File: config.mk
export PLATFORM = sky130hd
export DESIGN_NAME = polarity_decider
export DESIGN_NICKNAME = d
export VERILOG_FILES = /design/src/rtl/polarity_pkg.sv /design/src/rtl/sync_capture.sv /design/src/rtl/pattern_classify.sv /design/src/rtl/polarity_tracker.sv /design/src/rtl/polarity_decider.sv
export SDC_FILE = /design/constraint.sdc
export NUM_CORES = 1
export LEC_CHECK = 0
export BUFFER_PORTS_ARGS = -buffer_cell sky130_fd_sc_hd__buf_4
export CORE_MARGIN = 4
export CORE_UTILIZATION = 35
export CTS_BUF_LIST = sky130_fd_sc_hd__clkbuf_4
export DETAILED_ROUTE_END_ITERATION = 8
export HOLD_SLACK_MARGIN = 0.03
export MAX_ROUTING_LAYER = met4
export PLACE_DENSITY = 0.56
export SLEW_MARGIN = 30
export SYNTH_ARGS = -nofsm -noshare
export SYNTH_HDL_FRONTEND = slang
export SYNTH_HIERARCHICAL = 1
export SYNTH_SLANG_ARGS = --single-unit
File: constraint.sdc
create_clock -name clk -period 3.35 [get_ports clk]
set_input_delay 0.335 -clock clk [delete_from_list [all_inputs] [get_ports clk]]
set_output_delay 0.335 -clock clk [all_outputs]
set_load 0.05 [all_outputs]
File: src/rtl/polarity_pkg.sv
package polarity_pkg;
  typedef enum logic [1:0] {
    DEC_NONE = 2'd0,
    DEC_POS  = 2'd1,
    DEC_NEG  = 2'd2
  } dec_t;
endpackage

File: src/rtl/sync_capture.sv
module sync_capture #(
  parameter int SYNC_LEN = 4
) (
  input  logic                clk,
  input  logic                rst,
  input  logic                lock_i,
  input  logic                sym_valid_i,
  input  logic                sym_sign_i,
  input  logic                sync_pos_i,
  output logic                eval_o,
  output logic [SYNC_LEN-1:0] word_o
);
  localparam int CNT_W = (SYNC_LEN > 1) ? $clog2(SYNC_LEN) : 1;
  localparam logic [CNT_W-1:0] LAST = CNT_W'(SYNC_LEN - 1);

  logic [SYNC_LEN-1:0] shreg_q;
  logic [CNT_W-1:0]    cnt_q;
  logic                take;

  assign take   = sym_valid_i && sync_pos_i;
  assign word_o = {shreg_q[SYNC_LEN-2:0], sym_sign_i};
  assign eval_o = take && lock_i && (cnt_q == LAST);

  always_ff @(posedge clk) begin
    if (rst || !lock_i) begin
      shreg_q <= '0;
      cnt_q   <= '0;
    end else if (take) begin
      shreg_q <= word_o;
      cnt_q   <= (cnt_q == LAST) ? '0 : cnt_q + 1'b1;
    end
  end
endmodule

File: src/rtl/pattern_classify.sv
module pattern_classify #(
  parameter int                SYNC_LEN = 4,
  parameter logic [SYNC_LEN-1:0] PATTERN = 4'b1001
) (
  input  logic [SYNC_LEN-1:0] word_i,
  output logic                match_pos_o,
  output logic                match_neg_o
);
  logic [SYNC_LEN-1:0] same;

  for (genvar i = 0; i < SYNC_LEN; i++) begin : g_bit
    assign same[i] = (word_i[i] == PATTERN[i]);
  end

  assign match_pos_o = &same;
  assign match_neg_o = ~|same;
endmodule

File: src/rtl/polarity_tracker.sv
module polarity_tracker
  import polarity_pkg::*;
#(
  parameter int AGREE_CNT = 2
) (
  input  logic clk,
  input  logic rst,
  input  logic lock_i,
  input  logic eval_i,
  input  logic match_pos_i,
  input  logic match_neg_i,
  output dec_t dec_next_o
);
  localparam int CNT_W = $clog2(AGREE_CNT + 1);
  localparam logic [CNT_W-1:0] NEED = CNT_W'(AGREE_CNT);

  dec_t             dec_q, dec_d, cand_q, cand_d, hit;
  logic [CNT_W-1:0] cnt_q, cnt_d;

  always_comb begin
    dec_d  = dec_q;
    cand_d = cand_q;
    cnt_d  = cnt_q;
    hit    = match_pos_i ? DEC_POS : DEC_NEG;
    if (!lock_i) begin
      dec_d  = DEC_NONE;
      cand_d = DEC_NONE;
      cnt_d  = '0;
    end else if (eval_i) begin
      if (!match_pos_i && !match_neg_i) begin
        cand_d = DEC_NONE;
        cnt_d  = '0;
      end else begin
        if (hit == dec_q) begin
          cand_d = DEC_NONE;
          cnt_d  = '0;
        end else if (hit == cand_q) begin
          cnt_d = cnt_q + 1'b1;
        end else begin
          cand_d = hit;
          cnt_d  = CNT_W'(1);
        end
        if (cnt_d >= NEED) begin
          dec_d  = hit;
          cand_d = DEC_NONE;
          cnt_d  = '0;
        end
      end
    end
  end

  always_ff @(posedge clk) begin
    if (rst) begin
      dec_q  <= DEC_NONE;
      cand_q <= DEC_NONE;
      cnt_q  <= '0;
    end else begin
      dec_q  <= dec_d;
      cand_q <= cand_d;
      cnt_q  <= cnt_d;
    end
  end

  assign dec_next_o = dec_d;
endmodule

File: src/rtl/polarity_decider.sv
module polarity_decider
  import polarity_pkg::*;
#(
  parameter int                  SYNC_LEN  = 4,
  parameter logic [SYNC_LEN-1:0] PATTERN   = 4'b1001,
  parameter int                  AGREE_CNT = 2
) (
  input  logic clk,
  input  logic rst,
  input  logic sym_valid_i,
  input  logic sym_sign_i,
  input  logic sync_pos_i,
  input  logic seg_lock_i,
  input  logic force_en_i,
  input  logic force_neg_i,
  output logic pol_pos_o,
  output logic pol_neg_o,
  output logic pol_neg_status_o
);
  logic                eval;
  logic [SYNC_LEN-1:0] word;
  logic                m_pos, m_neg;
  dec_t                dec_next;
  logic                pos_q, neg_q;

  sync_capture #(.SYNC_LEN(SYNC_LEN)) u_capture (
    .clk(clk), .rst(rst), .lock_i(seg_lock_i),
    .sym_valid_i(sym_valid_i), .sym_sign_i(sym_sign_i), .sync_pos_i(sync_pos_i),
    .eval_o(eval), .word_o(word)
  );

  pattern_classify #(.SYNC_LEN(SYNC_LEN), .PATTERN(PATTERN)) u_classify (
    .word_i(word), .match_pos_o(m_pos), .match_neg_o(m_neg)
  );

  polarity_tracker #(.AGREE_CNT(AGREE_CNT)) u_tracker (
    .clk(clk), .rst(rst), .lock_i(seg_lock_i), .eval_i(eval),
    .match_pos_i(m_pos), .match_neg_i(m_neg), .dec_next_o(dec_next)
  );

  always_ff @(posedge clk) begin
    if (rst || !seg_lock_i) begin
      pos_q <= 1'b0;
      neg_q <= 1'b0;
    end else if (force_en_i) begin
      pos_q <= !force_neg_i;
      neg_q <= force_neg_i;
    end else begin
      pos_q <= (dec_next == DEC_POS);
      neg_q <= (dec_next == DEC_NEG);
    end
  end

  assign pol_pos_o        = pos_q;
  assign pol_neg_o        = neg_q;
  assign pol_neg_status_o = neg_q;
endmodule

After elaboration in Yosys (flattened, before gate mapping)
Cells that the tools add are included.
{"block": "classes", "n_mux": 19, "bitwise_logic": 3, "reduce_logical": 12, "eq_ne": 6, "n_shift": 0, "n_addsub": 2, "multipliers": 0, "n_lt_le_gt_ge": 1, "div": 0}
{"operator": "2-bit two-way mux", "n": 17}
{"operator": "2-bit by 1-bit adder with 2-bit output (second input constant)", "n": 2}
{"operator": "2-bit equality test", "n": 2}
{"operator": "2-bit equality test (second input constant)", "n": 2}
{"operator": "1-bit logical AND", "n": 4}
{"operator": "4-bit by 2-bit != test with 1-bit output (second input constant)", "n": 1}
{"operator": "4-bit AND reduction", "n": 1}
{"operator": "4-bit OR reduction", "n": 1}
{"operator": "1-bit logical NOT", "n": 3}
{"operator": "1-bit NOT", "n": 3}
{"operator": "2-bit by 1-bit equality test with 1-bit output (second input constant)", "n": 1}
{"operator": "2-bit >= comparator (second input constant)", "n": 1}
{"operator": "1-bit two-way mux", "n": 2}
{"operator": "2-bit AND reduction", "n": 1}
{"operator": "2-bit OR reduction", "n": 1}
{"operator": "1-bit logical OR", "n": 1}
{"block": "word_totals", "regBits": 13, "in_bits": 8, "n_memories": 0, "mem_bits_rw": 0, "mem_bits_ro": 0, "wordCells": 50, "output_inout_bits": 3, "latch_bits": 0}

Longest topological paths before layout
Gate-level depths: netlist of the first run.
{"block": "logic_depth", "word_depth": 16, "depth_mapped": 8, "depth_no_buf": 7}

Cells and area by module
Netlist of the first run, hierarchy kept.
{"module": "polarity_tracker", "cells_per_inst": 41, "area_each_um2": 359.1, "seq_area_each_um2": 120.1, "n_inst": 1}
{"module": "sync_capture", "cells_per_inst": 26, "area_each_um2": 261.5, "seq_area_each_um2": 100.1, "n_inst": 1}
{"module": "polarity_decider", "cells_per_inst": 10, "area_each_um2": 92.6, "seq_area_each_um2": 40.0, "n_inst": 1}
{"module": "pattern_classify", "cells_per_inst": 2, "area_each_um2": 25.0, "seq_area_each_um2": 0.0, "n_inst": 1}

Worst setup path after synthesis of the first run
No wires, ideal clock.
{"block": "synth_path", "path_type": "input to register", "start": "in sym_sign_i", "end": "reg pos_q (netlist: pol_pos_o)", "arrival_time_ps": 1872, "setup_slack_ps": 1408, "n_path_buf": 1, "path_stages": 8, "setup_ps": 70, "required_time_ps": 3280, "path_cell_list": "buf_4 and4bb_1 and3b_4 o2111a_1 o21a_1 nor2_1 or3b_1 a21oi_1"}
{"block": "synth_between", "elab_chain_len": 15, "elab_cells_between_ends": 19, "cone_classes": "order compare (1); eq/ne (3); mux (11); reduce/logical (4)"}
{"item": "start, declared", "line_no": "polarity_decider.sv:11", "source": "input logic sym_sign_i,"}
{"item": "4-bit AND reduction (*)", "line_no": "pattern_classify.sv:15", "source": "assign match_pos_o = &same;"}
{"item": "net m_pos", "line_no": "polarity_decider.sv:22", "source": "logic m_pos, m_neg;"}
{"item": "2-bit two-way mux", "line_no": "polarity_tracker.sv:24", "source": "hit = match_pos_i ? DEC_POS : DEC_NEG;"}
{"item": "2-bit equality test", "line_no": "polarity_tracker.sv:37", "source": "end else if (hit == cand_q) begin"}
{"item": "2-bit two-way mux", "line_no": "polarity_tracker.sv:37"}
{"item": "2-bit two-way mux", "line_no": "polarity_tracker.sv:34", "source": "if (hit == dec_q) begin"}
{"item": "2-bit two-way mux", "line_no": "polarity_tracker.sv:30", "source": "if (!match_pos_i && !match_neg_i) begin"}
{"item": "2-bit two-way mux", "line_no": "polarity_tracker.sv:29", "source": "end else if (eval_i) begin"}
{"item": "2-bit two-way mux", "line_no": "polarity_tracker.sv:25", "source": "if (!lock_i) begin"}
{"item": "2-bit >= comparator", "line_no": "polarity_tracker.sv:43", "source": "if (cnt_d >= NEED) begin"}
{"item": "2-bit two-way mux", "line_no": "polarity_tracker.sv:43"}
{"item": "2-bit two-way mux (*)", "line_no": "polarity_tracker.sv:30"}
{"item": "2-bit two-way mux (*)", "line_no": "polarity_tracker.sv:29"}
{"item": "2-bit two-way mux (*)", "line_no": "polarity_tracker.sv:25"}
{"item": "net dec_next[0]", "line_no": "polarity_decider.sv:23", "source": "dec_t dec_next;"}
{"item": "2-bit by 1-bit equality test with 1-bit output (*)", "line_no": "polarity_decider.sv:49", "source": "pos_q <= (dec_next == DEC_POS);"}
{"item": "1-bit two-way mux (*)", "line_no": "polarity_decider.sv:45", "source": "end else if (force_en_i) begin"}
{"item": "end signal, assigned", "line_no": "polarity_decider.sv:46", "source": "pos_q <= !force_neg_i;"}
{"item": "end signal, assigned", "line_no": "polarity_decider.sv:49"}
{"item": "end, declared", "line_no": "polarity_decider.sv:24", "source": "logic pos_q, neg_q;"}
The timed path passes the listed nets; every way through them passes the cells marked *. The select of a mux whose other input is x is not followed.
A chain may end at the register's enable or synchronous reset.

Final worst setup path of the first run
{"block": "layout_path", "start": "reg u_capture.shreg_q[0]", "end": "reg neg_q (netlist: pol_neg_o)"}
{"block": "layout_between", "elab_chain_len": 16, "elab_cells_between_ends": 20, "cone_classes": "order compare (1); eq/ne (3); mux (11); bitwise (1); reduce/logical (4)"}
{"item": "start, declared", "line_no": "sync_capture.sv:16", "source": "logic [SYNC_LEN-1:0] shreg_q;"}
{"item": "start signal, assigned", "line_no": "sync_capture.sv:29", "source": "shreg_q <= word_o;"}
{"item": "1-bit NOT (*)", "line_no": "pattern_classify.sv:12", "source": "assign same[i] = (word_i[i] == PATTERN[i]);"}
{"item": "4-bit AND reduction (*)", "line_no": "pattern_classify.sv:15"}
{"item": "net m_pos", "line_no": "polarity_decider.sv:22"}
{"item": "2-bit two-way mux", "line_no": "polarity_tracker.sv:24"}
{"item": "2-bit equality test", "line_no": "polarity_tracker.sv:37"}
{"item": "2-bit two-way mux", "line_no": "polarity_tracker.sv:37"}
{"item": "2-bit two-way mux", "line_no": "polarity_tracker.sv:34"}
{"item": "2-bit two-way mux", "line_no": "polarity_tracker.sv:30"}
{"item": "[... 2 more ...]"}
{"item": "2-bit >= comparator", "line_no": "polarity_tracker.sv:43"}
{"item": "2-bit two-way mux", "line_no": "polarity_tracker.sv:43"}
{"item": "2-bit two-way mux (*)", "line_no": "polarity_tracker.sv:30"}
{"item": "2-bit two-way mux (*)", "line_no": "polarity_tracker.sv:29"}
{"item": "2-bit two-way mux (*)", "line_no": "polarity_tracker.sv:25"}
{"item": "net dec_next[1]", "line_no": "polarity_decider.sv:23"}
{"item": "2-bit equality test (*)", "line_no": "polarity_decider.sv:50", "source": "neg_q <= (dec_next == DEC_NEG);"}
{"item": "1-bit two-way mux (*)", "line_no": "polarity_decider.sv:45"}
{"item": "end signal, assigned", "line_no": "polarity_decider.sv:47", "source": "neg_q <= force_neg_i;"}
{"item": "end signal, assigned", "line_no": "polarity_decider.sv:50"}
{"item": "end, declared", "line_no": "polarity_decider.sv:24"}
Marks and branches as above.

==> results of run 1 <==
## routing by layer
metal | global-route usage | vias up
met4 | 0.102 | 0
met3 | 0.0249 | 4
met1 | 0.122 | 273
li1 | - | 306
met2 | 0.173 | 6
met5 | - | -
## report_power, final
part	leakage, uW	total (uW)	switching, uW	internal [uW]
registers	0.000105	157	0.795	156
clock network	0.0000184	109	54.6	54.3
logic	0.000201	23.2	13.0	10.2
## sequential cells by signal, summed over array words and instances, names as in the netlist
register           flops
pol_neg_o              1
pol_pos_o              1
u_capture/cnt_q        2
u_capture/shreg_q      3
u_tracker/cand_q       2
u_tracker/cnt_q        2
u_tracker/dec_q        2
## Yosys cell counts (2+ instances only)
master / instances / share of area
nand4_1: 2 / 0.017
nand4b_1: 3 / 0.036
dfxtp_1: 13 / 0.35
a21oi_1: 9 / 0.061
buf_4: 3 / 0.031
nand3_1: 4 / 0.027
nand2b_1: 7 / 0.059
or3b_1: 2 / 0.024
nor2_1: 4 / 0.020
a21bo_1: 5 / 0.068
inv_1: 3 / 0.015
## kinds of logic (layout without fill, tap and decap cells)
group,after synthesis,in the layout,share of synthesized area
AND/OR/NAND/NOR,34,34,0.337
AO/OA/AOI/OAI,21,21,0.203
flip-flops,13,13,0.353
buffers and inverters,8,17,0.0661
XOR/XNOR,2,2,0.0237
adder cells (fa/ha/maj),1,1,0.0169
## area by class of cell
class	count	share of cell area
multi-input cells	58	0.511
flip-flops and latches	13	0.310
clock buffers	4	0.0358
repair buffers	10	0.0894
well taps	27	0.0402
inverters	3	0.0134
## worst min-delay path: stages
cell     delay, ps
buf_4          110
nand2_1         50
a21oi_1         60
## how the worst max path moves through the flow
| stage | to | cells past startpoint | from | slack [ps] |
|---|---|---|---|---|
| final | pol_neg_o | 7 | u_capture/shreg_q[0] | 1380 |
| after global routing | pol_pos_o | 7 | u_capture/shreg_q[0] | 1230 |
| after CTS | pol_pos_o | 7 | u_capture/shreg_q[0] | 1370 |
| after detailed placement | pol_pos_o | 8 | sym_sign_i | 1310 |
| after global placement | pol_pos_o | 8 | sym_sign_i | 1340 |
| after floorplan | pol_pos_o | 8 | sym_sign_i | 1410 |
## metrics by stage
step	hold slack [ps]	worst slack (ps)
detailed placement	489	1310
global route	313	1230
CTS	302	1370
finish	309	1380
floorplan	457	1410
global placement	484	1340
==> reports/metrics.cfg, run 1 <==
[routing]
routed-wl-met2_um = 643
vias = 589
top_layer_used = met4
first_pass_iters = 2
final_antenna_net_count = 0
wl_mm = 1.34
drt_iter0_drc = 4
routedWlPerCell_um = 11.7
drc_errors = 0
avgViaCountPerCell = 5.12
wl_met1_um = 631
routed-wl-met3_um = 39

[clock_network]
clockRootBuffer = clkbuf_4
ctsHoldBuffers = 0
clk_latency_ps = 280
numClockSinks = 13
clockBufferDepth = 2
cts.htree.levels = 1
cts_made_buffers = 3
cts_resized = 0
cts_tree = built
postCtsSetupRepairBufs = 0
clk_pin_slew_ps = 80

[cells_and_area]
layout_commonest_cell = dfxtp_1
utilization = 0.424
area_growth_pct = 13.7
register_area_um2 = 260
final_cell_mix = 13 x dfxtp_1, 10 x buf_4, 9 x a21oi_1
fillCellCount = 205
nNetsFinal = 98
drive_above_1_share = 0.205
diodes = 0
fin_cells = 115
multi_input_area_um2 = 429
finish.instance_area_um2 = 840

[sta]
timing.final.crit_period_ps = 1970
setup_viol = 0
relSlewSlack = 0.798
rsz0062_at_grt = false
worst_pin_slew_ps = 301
fin_tns_setup_ps = 0
final.period_utilization = 0.588
clock_skew_ps = 3.12
slew_violations = 0
fmax_mhz = 507
hold_viol = 0

[global_route]
grt_pass1_wl_mm = 2.20
track_usage = 0.114
overflow = 0
grt_pass1_vias = 528
grt_antenna_before_repair = 0
grt_max_degree = 12

[worst_hold_path]
hold_path_depth = 3
hold_start = force_neg_i
worstHoldEndpoint = pol_neg_o
hold_path_class = in2reg

[placed_design]
dp_hpwl_um = 998
globalplace.congestion = 0.815
dp_cells = 111
dpl_cell_area_um2 = 810
io_buffers = 10

[critical_path]
start_kind = flip-flop
critical-path-slowest-cell = dfxtp_1
crit_buf_inv = 0
reg2reg_depth = 7
ff2ff_setup_slack_ps = 1380
endpoint_kind = flip-flop
slowest_delay_ps = 370
worstReg2RegEnd = pol_neg_o
cp_max_fo = 8
cp_cell_sequence = and4bb_1, nor3b_2, o2111a_1, o21ai_1, nor2_1, or3b_1, a21oi_1
cp_top_family = simple AND/OR/NAND/NOR gates
timing.rr.start = u_capture/shreg_q[0]
worstPathRequired_ps = 3560
arrival_ps = 2190
crit_type = reg2reg

[synth]
synth_nets = 88
synth_area_per_cell_um2 = 9.34
synth_seq_cells = 13
yosys_most_used_dff = dfxtp_1
yosysSeqAreaShare = 0.353
synth_edf_count = 0
ys_warn_count = 6
synth_cell_type_count = 35
mappedNetlistArea_um2 = 738
netlist_instances = 79
async_flop_share = 0

[power_and_ir_drop]
total_power_uw = 289
power_density_mw_per_mm2 = 344
vdd_drop_max_v = 0.000145
p_leak_uw = 0.000325

[floorplan]
die_area_mm2 = 0.00291
die_h_um = 53.9
die_w_um = 53.9
initial_core_util = 0.372
ioPinCount = 11
core_mm2 = 0.00198
rows = 16

[job]
maxCapViolations = 0

[outcome]
status = complete, no violations

(Power assumes the default switching activity.)
==> run 2: changes to the inputs <==
- PLACE_DENSITY: 0.56 -> 0.58
- clock period: 3.35 -> 1.6 ns (I/O delays scaled with it)
==> run 2 against run 1 <==
Against the previous run:
- the flow now finishes with violations (setup timing)
- highest routed layer unchanged
- power is 110% higher
- die area stayed put
- fmax is 8.3% higher
- core utilization is 5.8 points higher
- non-clock buffer count is 15 higher
- clock power is 100% higher
==> reports/metrics.cfg, run 2 (same netlist as run 1, synthesis figures left out) <==
[routing]
routedWlPerCell_um = 12.0  ; +2.4%
first_pass_iters = 4  ; +2
final_antenna_net_count = 0  ; unchanged
drt_iter0_drc = 4  ; unchanged
avgViaCountPerCell = 4.99  ; -2.5%
wl_mm = 1.56  ; +16%
vias = 649  ; +10%
drc_errors = 0  ; unchanged

[sta]
fmax_mhz = 549  ; +8.3%
setup_viol = 2  ; +2
timing.final.crit_period_ps = 1820  ; -150 ps
final.period_utilization = 1.14  ; +0.550
hold_viol = 0  ; unchanged
finalWorstSetupSlack_ps = -221  ; -1600 ps
timing.hold.ws_ps = 148  ; -161 ps
clock_skew_ps = 3.08  ; -0.0435 ps
relSlewSlack = 0.829  ; +0.0305
rsz0062_at_grt = true
worst_pin_slew_ps = 256  ; -45.6 ps
slew_violations = 0  ; unchanged

[clock_network]
clk_latency_ps = 270  ; about the same
cts.htree.levels = 1  ; unchanged
clockRootBuffer = clkbuf_4
clk_pin_slew_ps = 80  ; about the same
cts_tree = built
postCtsSetupRepairBufs = 0  ; unchanged
cts_made_buffers = 3  ; unchanged
clockBufferDepth = 2  ; unchanged
cts_resized = 0  ; unchanged
ctsHoldBuffers = 0  ; unchanged
numClockSinks = 13  ; unchanged

[cells_and_area]
area_growth_pct = 29.3
finish.instance_area_um2 = 955  ; +14%
register_area_um2 = 263  ; +0.96%
largest_register = u_capture/shreg_q
fillCellCount = 205  ; unchanged
nNetsFinal = 113  ; +15%
drive_above_1_share = 0.350  ; +0.145
final_cell_mix = 25 x buf_4, 11 x dfxtp_1, 9 x a21oi_1
largest_reg_flops = 3  ; unchanged
layout_commonest_cell = buf_4
multi_input_area_um2 = 429  ; unchanged
diodes = 0  ; unchanged

[job]
maxCapViolations = 0  ; unchanged

[placed_design]
dpl_cell_area_um2 = 925  ; +14%
dp_hpwl_mm = 1.19  ; +19%
globalplace.congestion = 0.831  ; +2.0%
dp_slack_ps = -224  ; -1540 ps
io_buffers = 10  ; unchanged

[global_route]
grt_pass1_wl_mm = 2.74  ; +24%
grt_pass1_vias = 643  ; +22%
track_usage = 0.138  ; +0.0243
grt_antenna_before_repair = 0  ; unchanged
overflow = 0  ; unchanged
grt_max_degree = 11  ; -1

[floorplan]
die_area_mm2 = 0.00291  ; unchanged
rows = 16  ; unchanged
ioPinCount = 11  ; unchanged
initial_core_util = 0.372  ; unchanged
die_w_um = 53.9  ; unchanged
die_h_um = 53.9  ; unchanged
core_mm2 = 0.00198  ; unchanged

[power_and_ir_drop]
p_sw_frac = 0.228  ; -0.00870
power.switching_uw = 138  ; +100%
power_density_mw_per_mm2 = 633  ; +84%
p_clk_frac = 0.364  ; -0.013
total_power_uw = 604  ; +110%
p_leak_uw = 0.000401  ; +24%
p_seq_frac = 0.542  ; about the same
vdd_drop_max_v = 0.000412  ; +180%
intPower_uw = 466  ; +110%
comb_power_share = 0.094  ; +0.014

[outcome]
violations = setup timing
status = finished, violations left

[critical_path]
worstPathRequired_ps = 1810  ; -1750 ps
cp_max_fo = 3  ; -5
arrival_ps = 2030  ; -160 ps
crit_type = reg2reg
endpoint_kind = flip-flop
start_kind = flip-flop

[worst_hold_path]
hold_path_class = in2reg

-- run 2: cell count changes in the layout (fill, tap and decap cells not counted) --
cell      before  now
buf_4         10   25
dfxtp_1       13   11
dfxtp_2        0    2
and4bb_1       1    0
and4bb_2       1    2
-- run 2: layout make-up --
class	count	share of cell area
clock buffer	4	0.0315
inverter	3	0.0118
multi-input combinational	58	0.450
sequential	13	0.275
tap	27	0.0354
timing repair buffer	25	0.197
-- run 2: path summary, 6_finish.rpt --
check,from,end,slack (ps),cells past startpoint
hold reg to reg,u_tracker/cand_q[0],u_tracker/cand_q[0],550,2
setup reg to reg,u_capture/shreg_q[1],pol_pos_o,-220,7
hold / removal,force_neg_i,pol_pos_o,150,3
setup / recovery,u_capture/shreg_q[1],pol_pos_o,-220,7
-- run 2: metal layers --
layer / wire [um] / track usage / vias to the layer above / part of all wire
li1: - / - / 341 / -
met1: 726 / 0.158 / 298 / 0.47
met2: 757 / 0.220 / 8 / 0.49
met3: 56 / 0.0332 / 2 / 0.036
met4: 15 / 0.0766 / 0 / 0.0096
met5: 0 / - / - / 0
-- run 2: worst max-delay path, cell delays in order (launching register included) --
cell	delay, ps
dfxtp_2	330
and4bb_2	260
and3b_4	180
o2111a_1	240
o21a_1	180
nor2_1	100
or3b_1	350
a21oi_1	120
-- run 2: stage by stage --
step / cells / utilization / TNS [ps]
floorplan: 79 / - / -365
global placement: 126 / 0.467 / -389
detailed placement: 126 / 0.467 / -437
CTS: 130 / 0.482 / -443
global route: 130 / 0.482 / -645
finish: 130 / 0.482 / -419
-- run 2: power groups by stage --
stage / Clock [uW] / Combinational [uW] / Sequential, uW
after floorplan: 0 / 27.7 / 340
after global placement: 0 / 55.5 / 335
after detailed placement: 0 / 56.3 / 335
after CTS: 231 / 56.7 / 328
after global routing: 247 / 61.3 / 328
final: 220 / 56.5 / 328
